### src/rtl/rep3_pkg.sv
package rep3_pkg;
  localparam int NELEM  = 3;
  localparam int VREG_W = 5;
  localparam int GPR_W  = 4;

  typedef enum logic [2:0] {
    ST_IDLE, ST_REQ, ST_WAIT, ST_WR, ST_DONE
  } st_e;

  typedef struct packed {
    logic [1:0]       size;
    logic [GPR_W-1:0] rn;
    logic [GPR_W-1:0] rm;
  } op_t;
endpackage

### src/rtl/rep3_decode.sv
module rep3_decode
  import rep3_pkg::*;
(
  input  logic [1:0]                   size_i,
  input  logic                         spc_i,
  input  logic                         align_i,
  input  logic                         dhi_i,
  input  logic [3:0]                   vd_i,
  input  logic [GPR_W-1:0]             rn_i,
  output logic                         illegal_o,
  output logic [NELEM-1:0][VREG_W-1:0] dest_o
);
  localparam int DW = VREG_W + 1;  // room for overflow past 31

  logic [DW-1:0] step;
  logic [DW-1:0] num [NELEM];

  assign step = spc_i ? DW'(2) : DW'(1);

  for (genvar k = 0; k < NELEM; k++) begin : g_dest
    if (k == 0) begin : g_first
      assign num[k] = {1'b0, dhi_i, vd_i};
    end else begin : g_next
      assign num[k] = num[k-1] + step;
    end
    assign dest_o[k] = num[k][VREG_W-1:0];
  end

  assign illegal_o = (size_i == 2'b11) || align_i ||
                     (rn_i == {GPR_W{1'b1}}) || num[NELEM-1][VREG_W];
endmodule

### src/rtl/rep3_lane_rep.sv
module rep3_lane_rep #(
  parameter int VEC_W = 64,
  parameter int MEM_W = 32
) (
  input  logic [1:0]       size_i,
  input  logic [MEM_W-1:0] elem_i,
  output logic [VEC_W-1:0] rep_o
);
  localparam int NBYTE = VEC_W / 8;

  for (genvar i = 0; i < NBYTE; i++) begin : g_byte
    always_comb begin
      unique case (size_i)
        2'd0:    rep_o[8*i +: 8] = elem_i[7:0];
        2'd1:    rep_o[8*i +: 8] = elem_i[8*(i%2) +: 8];
        default: rep_o[8*i +: 8] = elem_i[8*(i%4) +: 8];
      endcase
    end
  end
endmodule

### src/rtl/rep3_load_unit.sv
module rep3_load_unit
  import rep3_pkg::*;
#(
  parameter int ADDR_W = 32,
  parameter int VEC_W  = 64,
  parameter int MEM_W  = 32
) (
  input  logic              clk_i,
  input  logic              rst_ni,
  input  logic              start_i,
  input  logic [1:0]        size_i,
  input  logic              spc_i,
  input  logic              align_i,
  input  logic              dhi_i,
  input  logic [3:0]        vd_i,
  input  logic [GPR_W-1:0]  rn_i,
  input  logic [GPR_W-1:0]  rm_i,
  input  logic [ADDR_W-1:0] base_i,
  input  logic [ADDR_W-1:0] index_i,
  output logic              busy_o,
  output logic              rd_req_o,
  output logic [ADDR_W-1:0] rd_addr_o,
  output logic [1:0]        rd_size_o,
  input  logic              rd_ready_i,
  input  logic              rd_valid_i,
  input  logic [MEM_W-1:0]  rd_data_i,
  output logic              rf_we_o,
  output logic [VREG_W-1:0] rf_waddr_o,
  output logic [VEC_W-1:0]  rf_wdata_o,
  output logic              wb_we_o,
  output logic [GPR_W-1:0]  wb_addr_o,
  output logic [ADDR_W-1:0] wb_data_o,
  output logic              undef_o,
  output logic              done_o
);
  localparam logic [1:0]       LAST_IDX = 2'(NELEM - 1);
  localparam logic [GPR_W-1:0] RM_NONE  = {GPR_W{1'b1}};
  localparam logic [GPR_W-1:0] RM_IMM   = GPR_W'(13);

  st_e                         st_q;
  logic [1:0]                  idx_q;
  op_t                         op_q;
  logic [NELEM-1:0][VREG_W-1:0] dest_q;
  logic [MEM_W-1:0]            elem_q [NELEM];
  logic [ADDR_W-1:0]           base_q, index_q;
  logic                        undef_q;

  logic                        illegal;
  logic [NELEM-1:0][VREG_W-1:0] dest;
  logic                        idle, accept, last;

  rep3_decode u_dec (
    .size_i   (size_i),
    .spc_i    (spc_i),
    .align_i  (align_i),
    .dhi_i    (dhi_i),
    .vd_i     (vd_i),
    .rn_i     (rn_i),
    .illegal_o(illegal),
    .dest_o   (dest)
  );

  rep3_lane_rep #(.VEC_W(VEC_W), .MEM_W(MEM_W)) u_rep (
    .size_i(op_q.size),
    .elem_i(elem_q[idx_q]),
    .rep_o (rf_wdata_o)
  );

  assign idle   = (st_q == ST_IDLE);
  assign accept = idle && start_i;
  assign last   = (idx_q == LAST_IDX);

  always_ff @(posedge clk_i or negedge rst_ni) begin
    if (!rst_ni) begin
      st_q    <= ST_IDLE;
      idx_q   <= '0;
      op_q    <= '0;
      dest_q  <= '0;
      base_q  <= '0;
      index_q <= '0;
      undef_q <= 1'b0;
      for (int k = 0; k < NELEM; k++) elem_q[k] <= '0;
    end else begin
      undef_q <= accept && illegal;
      unique case (st_q)
        ST_IDLE: if (accept && !illegal) begin
          st_q    <= ST_REQ;
          idx_q   <= '0;
          op_q    <= '{size: size_i, rn: rn_i, rm: rm_i};
          dest_q  <= dest;
          base_q  <= base_i;
          index_q <= index_i;
        end
        ST_REQ:  if (rd_ready_i) st_q <= ST_WAIT;
        ST_WAIT: if (rd_valid_i) begin
          elem_q[idx_q] <= rd_data_i;
          idx_q         <= last ? '0 : idx_q + 2'd1;
          st_q          <= last ? ST_WR : ST_REQ;
        end
        ST_WR: begin
          idx_q <= last ? '0 : idx_q + 2'd1;
          if (last) st_q <= ST_DONE;
        end
        default: st_q <= ST_IDLE;  // ST_DONE
      endcase
    end
  end

  assign busy_o     = !idle;
  assign rd_req_o   = (st_q == ST_REQ);
  assign rd_addr_o  = base_q + (ADDR_W'(idx_q) << op_q.size);
  assign rd_size_o  = op_q.size;

  assign rf_we_o    = (st_q == ST_WR);
  assign rf_waddr_o = dest_q[idx_q];

  assign wb_we_o    = rf_we_o && last && (op_q.rm != RM_NONE);
  assign wb_addr_o  = op_q.rn;
  assign wb_data_o  = base_q + ((op_q.rm == RM_IMM) ? (ADDR_W'(3) << op_q.size)
                                                    : index_q);

  assign undef_o    = undef_q;
  assign done_o     = (st_q == ST_DONE);
endmodule

### config.mk
export PLATFORM = sky130hd
export DESIGN_NAME = rep3_load_unit
export DESIGN_NICKNAME = d
export VERILOG_FILES = /design/src/rtl/rep3_pkg.sv /design/src/rtl/rep3_decode.sv /design/src/rtl/rep3_lane_rep.sv /design/src/rtl/rep3_load_unit.sv
export SDC_FILE = /design/constraint.sdc
export NUM_CORES = 1
export LEC_CHECK = 0
export BUFFER_PORTS_ARGS = -buffer_cell sky130_fd_sc_hd__buf_2
export CAP_MARGIN = 20
export CORE_MARGIN = 1
export CORE_UTILIZATION = 40
export CTS_BUF_LIST = sky130_fd_sc_hd__clkbuf_8
export CTS_CLUSTER_DIAMETER = 100
export DETAILED_ROUTE_END_ITERATION = 10
export PLACE_DENSITY = 0.65
export SLEW_MARGIN = 25
export SYNTH_ARGS = -nofsm -noshare
export SYNTH_HDL_FRONTEND = slang
export SYNTH_HIERARCHICAL = 1
export SYNTH_SLANG_ARGS = --single-unit
### constraint.sdc
create_clock -name clk_i -period 8.62 [get_ports clk_i]
set_input_delay 2.155 -clock clk_i [delete_from_list [all_inputs] [get_ports clk_i]]
set_output_delay 2.155 -clock clk_i [all_outputs]
set_load 0.02 [all_outputs]
* Yosys cells after proc, flatten, opt, wreduce, memory -nomap -nowiden
Index checks and enable logic that the tools add are counted.
** Storage, ports and cells
- Bits of input ports :: 118
- Bits in registers :: 191
** Operators by class
- Mux-type cells :: 23
- Order comparisons :: 3
- Reduce and logical (&&, ||, !) cells :: 19
- Equality and inequality tests :: 14
- Add/subtract/negate cells :: 5
- Bitwise gates (word level) :: 1
- Shift-type cells :: 2
** Operators by type and width (count)
- $mux 32 :: 4
- $bwmux 96 :: 1
- $add 32x32->32 :: 2
- $bmux 32 s2 :: 1
- $demux 32 s2 :: 1
- $shl 2x2->32 :: 1
- $shl 2x2->32 const A :: 1
- $mux 8 :: 2
- $pmux 8 s2 :: 1
- $mux 3 :: 4
- $pmux 3 s4 :: 1
- $bmux 5 s2 :: 1
- $mux 2 :: 5
- $eq 4x4->1 const B :: 2
- $add 5x6->6 :: 1
- $add 6x6->6 :: 1
- $eq 3x2->1 const B :: 2
- $logic_and 1x1->1 :: 6
- $ne 2x1->1 const B :: 3
- $pmux 2 s3 :: 1
- $mux 5 :: 1
- $eq 2x2->1 const B :: 2
- $ne 4x4->1 const B :: 1
- $reduce_and 2->1 :: 2
- other kinds (17) :: 20

* Logic depth before layout (Yosys ltp)
- Depth in word-level cells :: 8
- Depth in mapped cells :: 14

* Cells and area by module
The synthesis kept the hierarchy.
** Modules (own cells, without submodules)
- rep3_load_unit :: area each 10576.4 um^2, cells each 952, sequential area each 4779.6 um^2, instances 1
- rep3_lane_rep :: area each 704.4 um^2, cells each 85, sequential area each 0.0 um^2, instances 1
- rep3_decode :: area each 306.5 um^2, cells each 38, sequential area each 0.0 um^2, instances 1

* Least setup slack after synthesis
OpenSTA, ideal clock, no wires.
- Path kind :: register -> output
- Start point :: reg op_q[1] in the netlist's numbering
- End point :: out wb_data_o[30]
- Path slack :: 3.298 ns
- Arrival time :: 3.167 ns
- Data required time :: 6.465 ns
- Cell stages (with the launch flop) :: 12
- Path through :: dfrtp_1 > nand4b_1 > clkbuf_1 > and2_1 > ha_1 > a21o_1 > a211o_1 > a2111o_1 > a211o_1 > a311oi_2 > o21ai_2 > xor2_1
** On the way
- Cells in the longest elaborated chain, start to end :: 3
** Ends and longest elaborated chain
- start: declaration :: RTL line rep3_load_unit.sv:42 : op_t op_q;
- start signal: assignment :: RTL line rep3_load_unit.sv:89 : op_q <= '{size: size_i, rn: rn_i, rm: rm_i};
- $eq 4x4->1 :: RTL line rep3_load_unit.sv:119 : assign wb_data_o = base_q + ((op_q.rm == RM_IMM) ? (ADDR_W'(3) << op_q.size)
- $mux 32 :: RTL line rep3_load_unit.sv:119
- $add 32x32->32 :: RTL line rep3_load_unit.sv:119
- end: declaration :: RTL line rep3_load_unit.sv:32 : output logic [ADDR_W-1:0] wb_data_o,
No other way between the ends.

* Worst setup path in the final report
- Start point :: reg op_q (netlist bit rd_size_o[0])
- End point :: out wb_data_o[29]
** On the way
- Cells in the longest elaborated chain, start to end :: 3
** Ends and longest elaborated chain (RTL line)
- $shl 2x2->32 :: rep3_load_unit.sv:119
- $mux 32 :: rep3_load_unit.sv:119
- $add 32x32->32 :: rep3_load_unit.sv:119
No other way between the ends.

==> metrics <==
Final Setup Violations=0; Fin. Hold Viols=0; number of cells produced by synthesis=1075; clock slew at reported path FFs=100 ps; CTS tree=built; DR vias=8751; DR vias/cell=5.26; Synth Register Bits=191; worst path cell trace=inv_1 -> ha_1 -> mux2_2 -> ha_1 -> o21ai_0 -> o21a_1 -> nor4_1 -> nor3_1 -> nor4_1 -> o22ai_1 -> xnor2_1 -> buf_2; Final Skew=15.0 ps; multiplexer share of the synthesized area=0.240; worst relative slew slack=0.362; CP Data Arrival Time=4460 ps; Ports=263; DP Cell Count=1629; CTS Hold Buffers Added=0; Initial Util=0.411; H-tree depth=4; Crit-path slowest cell=dfrtp_1; drt drc=0; Yosys top cell by area=dfrtp_1; Synth Area in Compound Gates=0.0871; vias in the first global route=8665; EDFF count, synth=0; Distinct cells, synth=59; YS warnings=6; family with the most delay on the worst path=simple AND/OR/NAND/NOR gates; dpl ws=2490 ps; commonest non-fill, non-tap cell in the layout=buf_2; post-CTS setup repair buffer count=0; Routability Congestion=0.876; Worst setup EP type=output port; WP buf/inv=2; status=complete, no violations; crit path time final=6620 ps; Root Buffer=clkbuf_8; PortBufs=262; Final Net Count=1434; total track usage=0.209; core footprint=0.0282 mm2; FF-to-FF End=base_q[27]$_DFFE_PN0P_; DRT Wirelength=30500 um; DR WL/cell=18.3 um; most frequent cells in the layout=261 x buf_2, 201 x mux2_2, 190 x dfrtp_1; CP Max Fanout=17; Mapped Avg Cell Area=10.8 um2; Setup Crit Path Kind=reg -> out; share of the synthesized area in the top cell type=0.412; first-pass GRT wire length=46800 um; Area Overhead vs Synth=15.4%; final setup TNS=0 ps; hold path cells=1; Worst path max stage delay=980 ps; Hold Path Sink=index_q[22]$_DFFE_PN0P_; min-delay src=index_q[22]$_DFFE_PN0P_; Worst setup SP type=register; asr flop ratio synth=1.00; grt ovf=0; Non-Filler Instances=1664; RSZ-0062 raised after global routing=false; register area share after synthesis=0.412; Core Rows=61; top cells by area, synth=dfrtp_1 41%, mux2_2 20%, ha_1 4.5%; Syn Std Cell Area=0.0116 mm2; latest clock arrival within the worst-skew pair=480 ps; largest net degree at the start of global routing=120; antenna-violating nets left=0; Post-Synth Adder-Cell Area=0.0505; CTS buffer count=17; Resized cells post-CTS=0; Hold Path Class=reg -> reg; share of layout cells above drive strength 1=0.409; worst slew pin tran=957 ps; die footprint=0.0297 mm2; Synth Area in XOR/XNOR=0.0505; f_max=151 MHz; die height=172 um; DRT iter0 DRCs=506; dpl hpwl=22600 um; CP required=6470 ps; Longest Clk Path Bufs=2; Final Slew Violations=0; simple-gate portion of the synthesized area=0.101; combinational family with the most area after synthesis=multiplexers; Critical R2R Launch=st_q[1]$_DFFE_PN0P_; FF-to-FF path depth=4; r2r setup slk=5700 ps; die span in x=172 um; drt pass-1 iters=5; fin worst setup slack=2000 ps; Synth Flop Type=dfrtp_1; fin crit share=0.768; MaxCap Viol Count=0; initial antenna violation count=5; syn_nets=1238; CTS Sinks=191
[routing by layer]
layer / vias to the layer above / GRT usage / part of all wire
li1: 4158 / - / -
met1: 4264 / 0.265 / 0.44
met2: 278 / 0.354 / 0.48
met3: 45 / 0.0426 / 0.053
met4: 6 / 0.0677 / 0.021
met5: - / 0 / 0.0013
[cells in the mapped netlist (all sizes together) (7+ instances only)]
cell / number
and3: 13
a21o: 14
inv: 22
o21a: 7
xnor2: 43
ha: 42
clkbuf: 41
nor2: 33
nand4: 14
buf: 59
xor2: 23
a21oi: 38
o21ai: 72
dfrtp: 191
mux2i: 46
nand3: 20
mux2: 205
and2: 29
nor3: 16
nand2: 83
[worst reg2reg max path: stages (launching register included)]
cell	delay, ps
dfrtp_1	510
nor3_1	520
nand3b_1	810
buf_12	480
mux2_2	480
[per-stage QoR]
step                      area (um2)  hold WS [ps]   util
final                          13400           503  0.475
after global routing           13400           531  0.474
after CTS                      13300           508  0.473
after detailed placement       12900           487  0.459
after global placement         12900           479  0.459
after floorplan                11600           471      -
[cell families (layout without fill, tap and decap cells)]
group / count (synthesis) / after routing
mux: 251 / 251
simple gates: 234 / 234
flops: 191 / 191
compound gates: 166 / 166
buf+inv: 122 / 331
xor+xnor: 66 / 66
fa+ha+maj: 45 / 45
other cells: 0 / 2
[area by class of cell]
class                      count  area, um2
clock inverter                15        178
tap                          378        473
antenna                        2       5.00
multi-input combinational    762       6140
clock buffer                  17        234
inverter                      22       82.6
sequential                   191       4780
fill                        2664      14800
timing repair buffer         277       1470
[worst max path at each step]
stage / start / end / slack (ps) / cells after the start
detailed placement: rd_size_o[0]$_DFFE_PN0P_ / wb_data_o[29] / 2490 / 12
global placement: rd_size_o[0]$_DFFE_PN0P_ / wb_data_o[29] / 2570 / 12
global route: rd_size_o[0]$_DFFE_PN0P_ / wb_data_o[29] / 1670 / 12
floorplan: op_q[1]$_DFFE_PN0P_ / wb_data_o[30] / 3300 / 11
CTS: rd_size_o[0]$_DFFE_PN0P_ / wb_data_o[29] / 1940 / 12
finish: rd_size_o[0]$_DFFE_PN0P_ / wb_data_o[29] / 2000 / 12
[sequential cells by signal, indices dropped and copies added (netlist names)]
name       count
base_q        32
dest_q        15
elem_q        96
idx_q          2
index_q       32
op_q           4
rd_size_o      2
st_q           3
undef_o        1
wb_addr_o      4
Power is left out: the tool's default activity adds up to more than one toggle a clock period on the data nets, which glitch-free logic cannot reach.
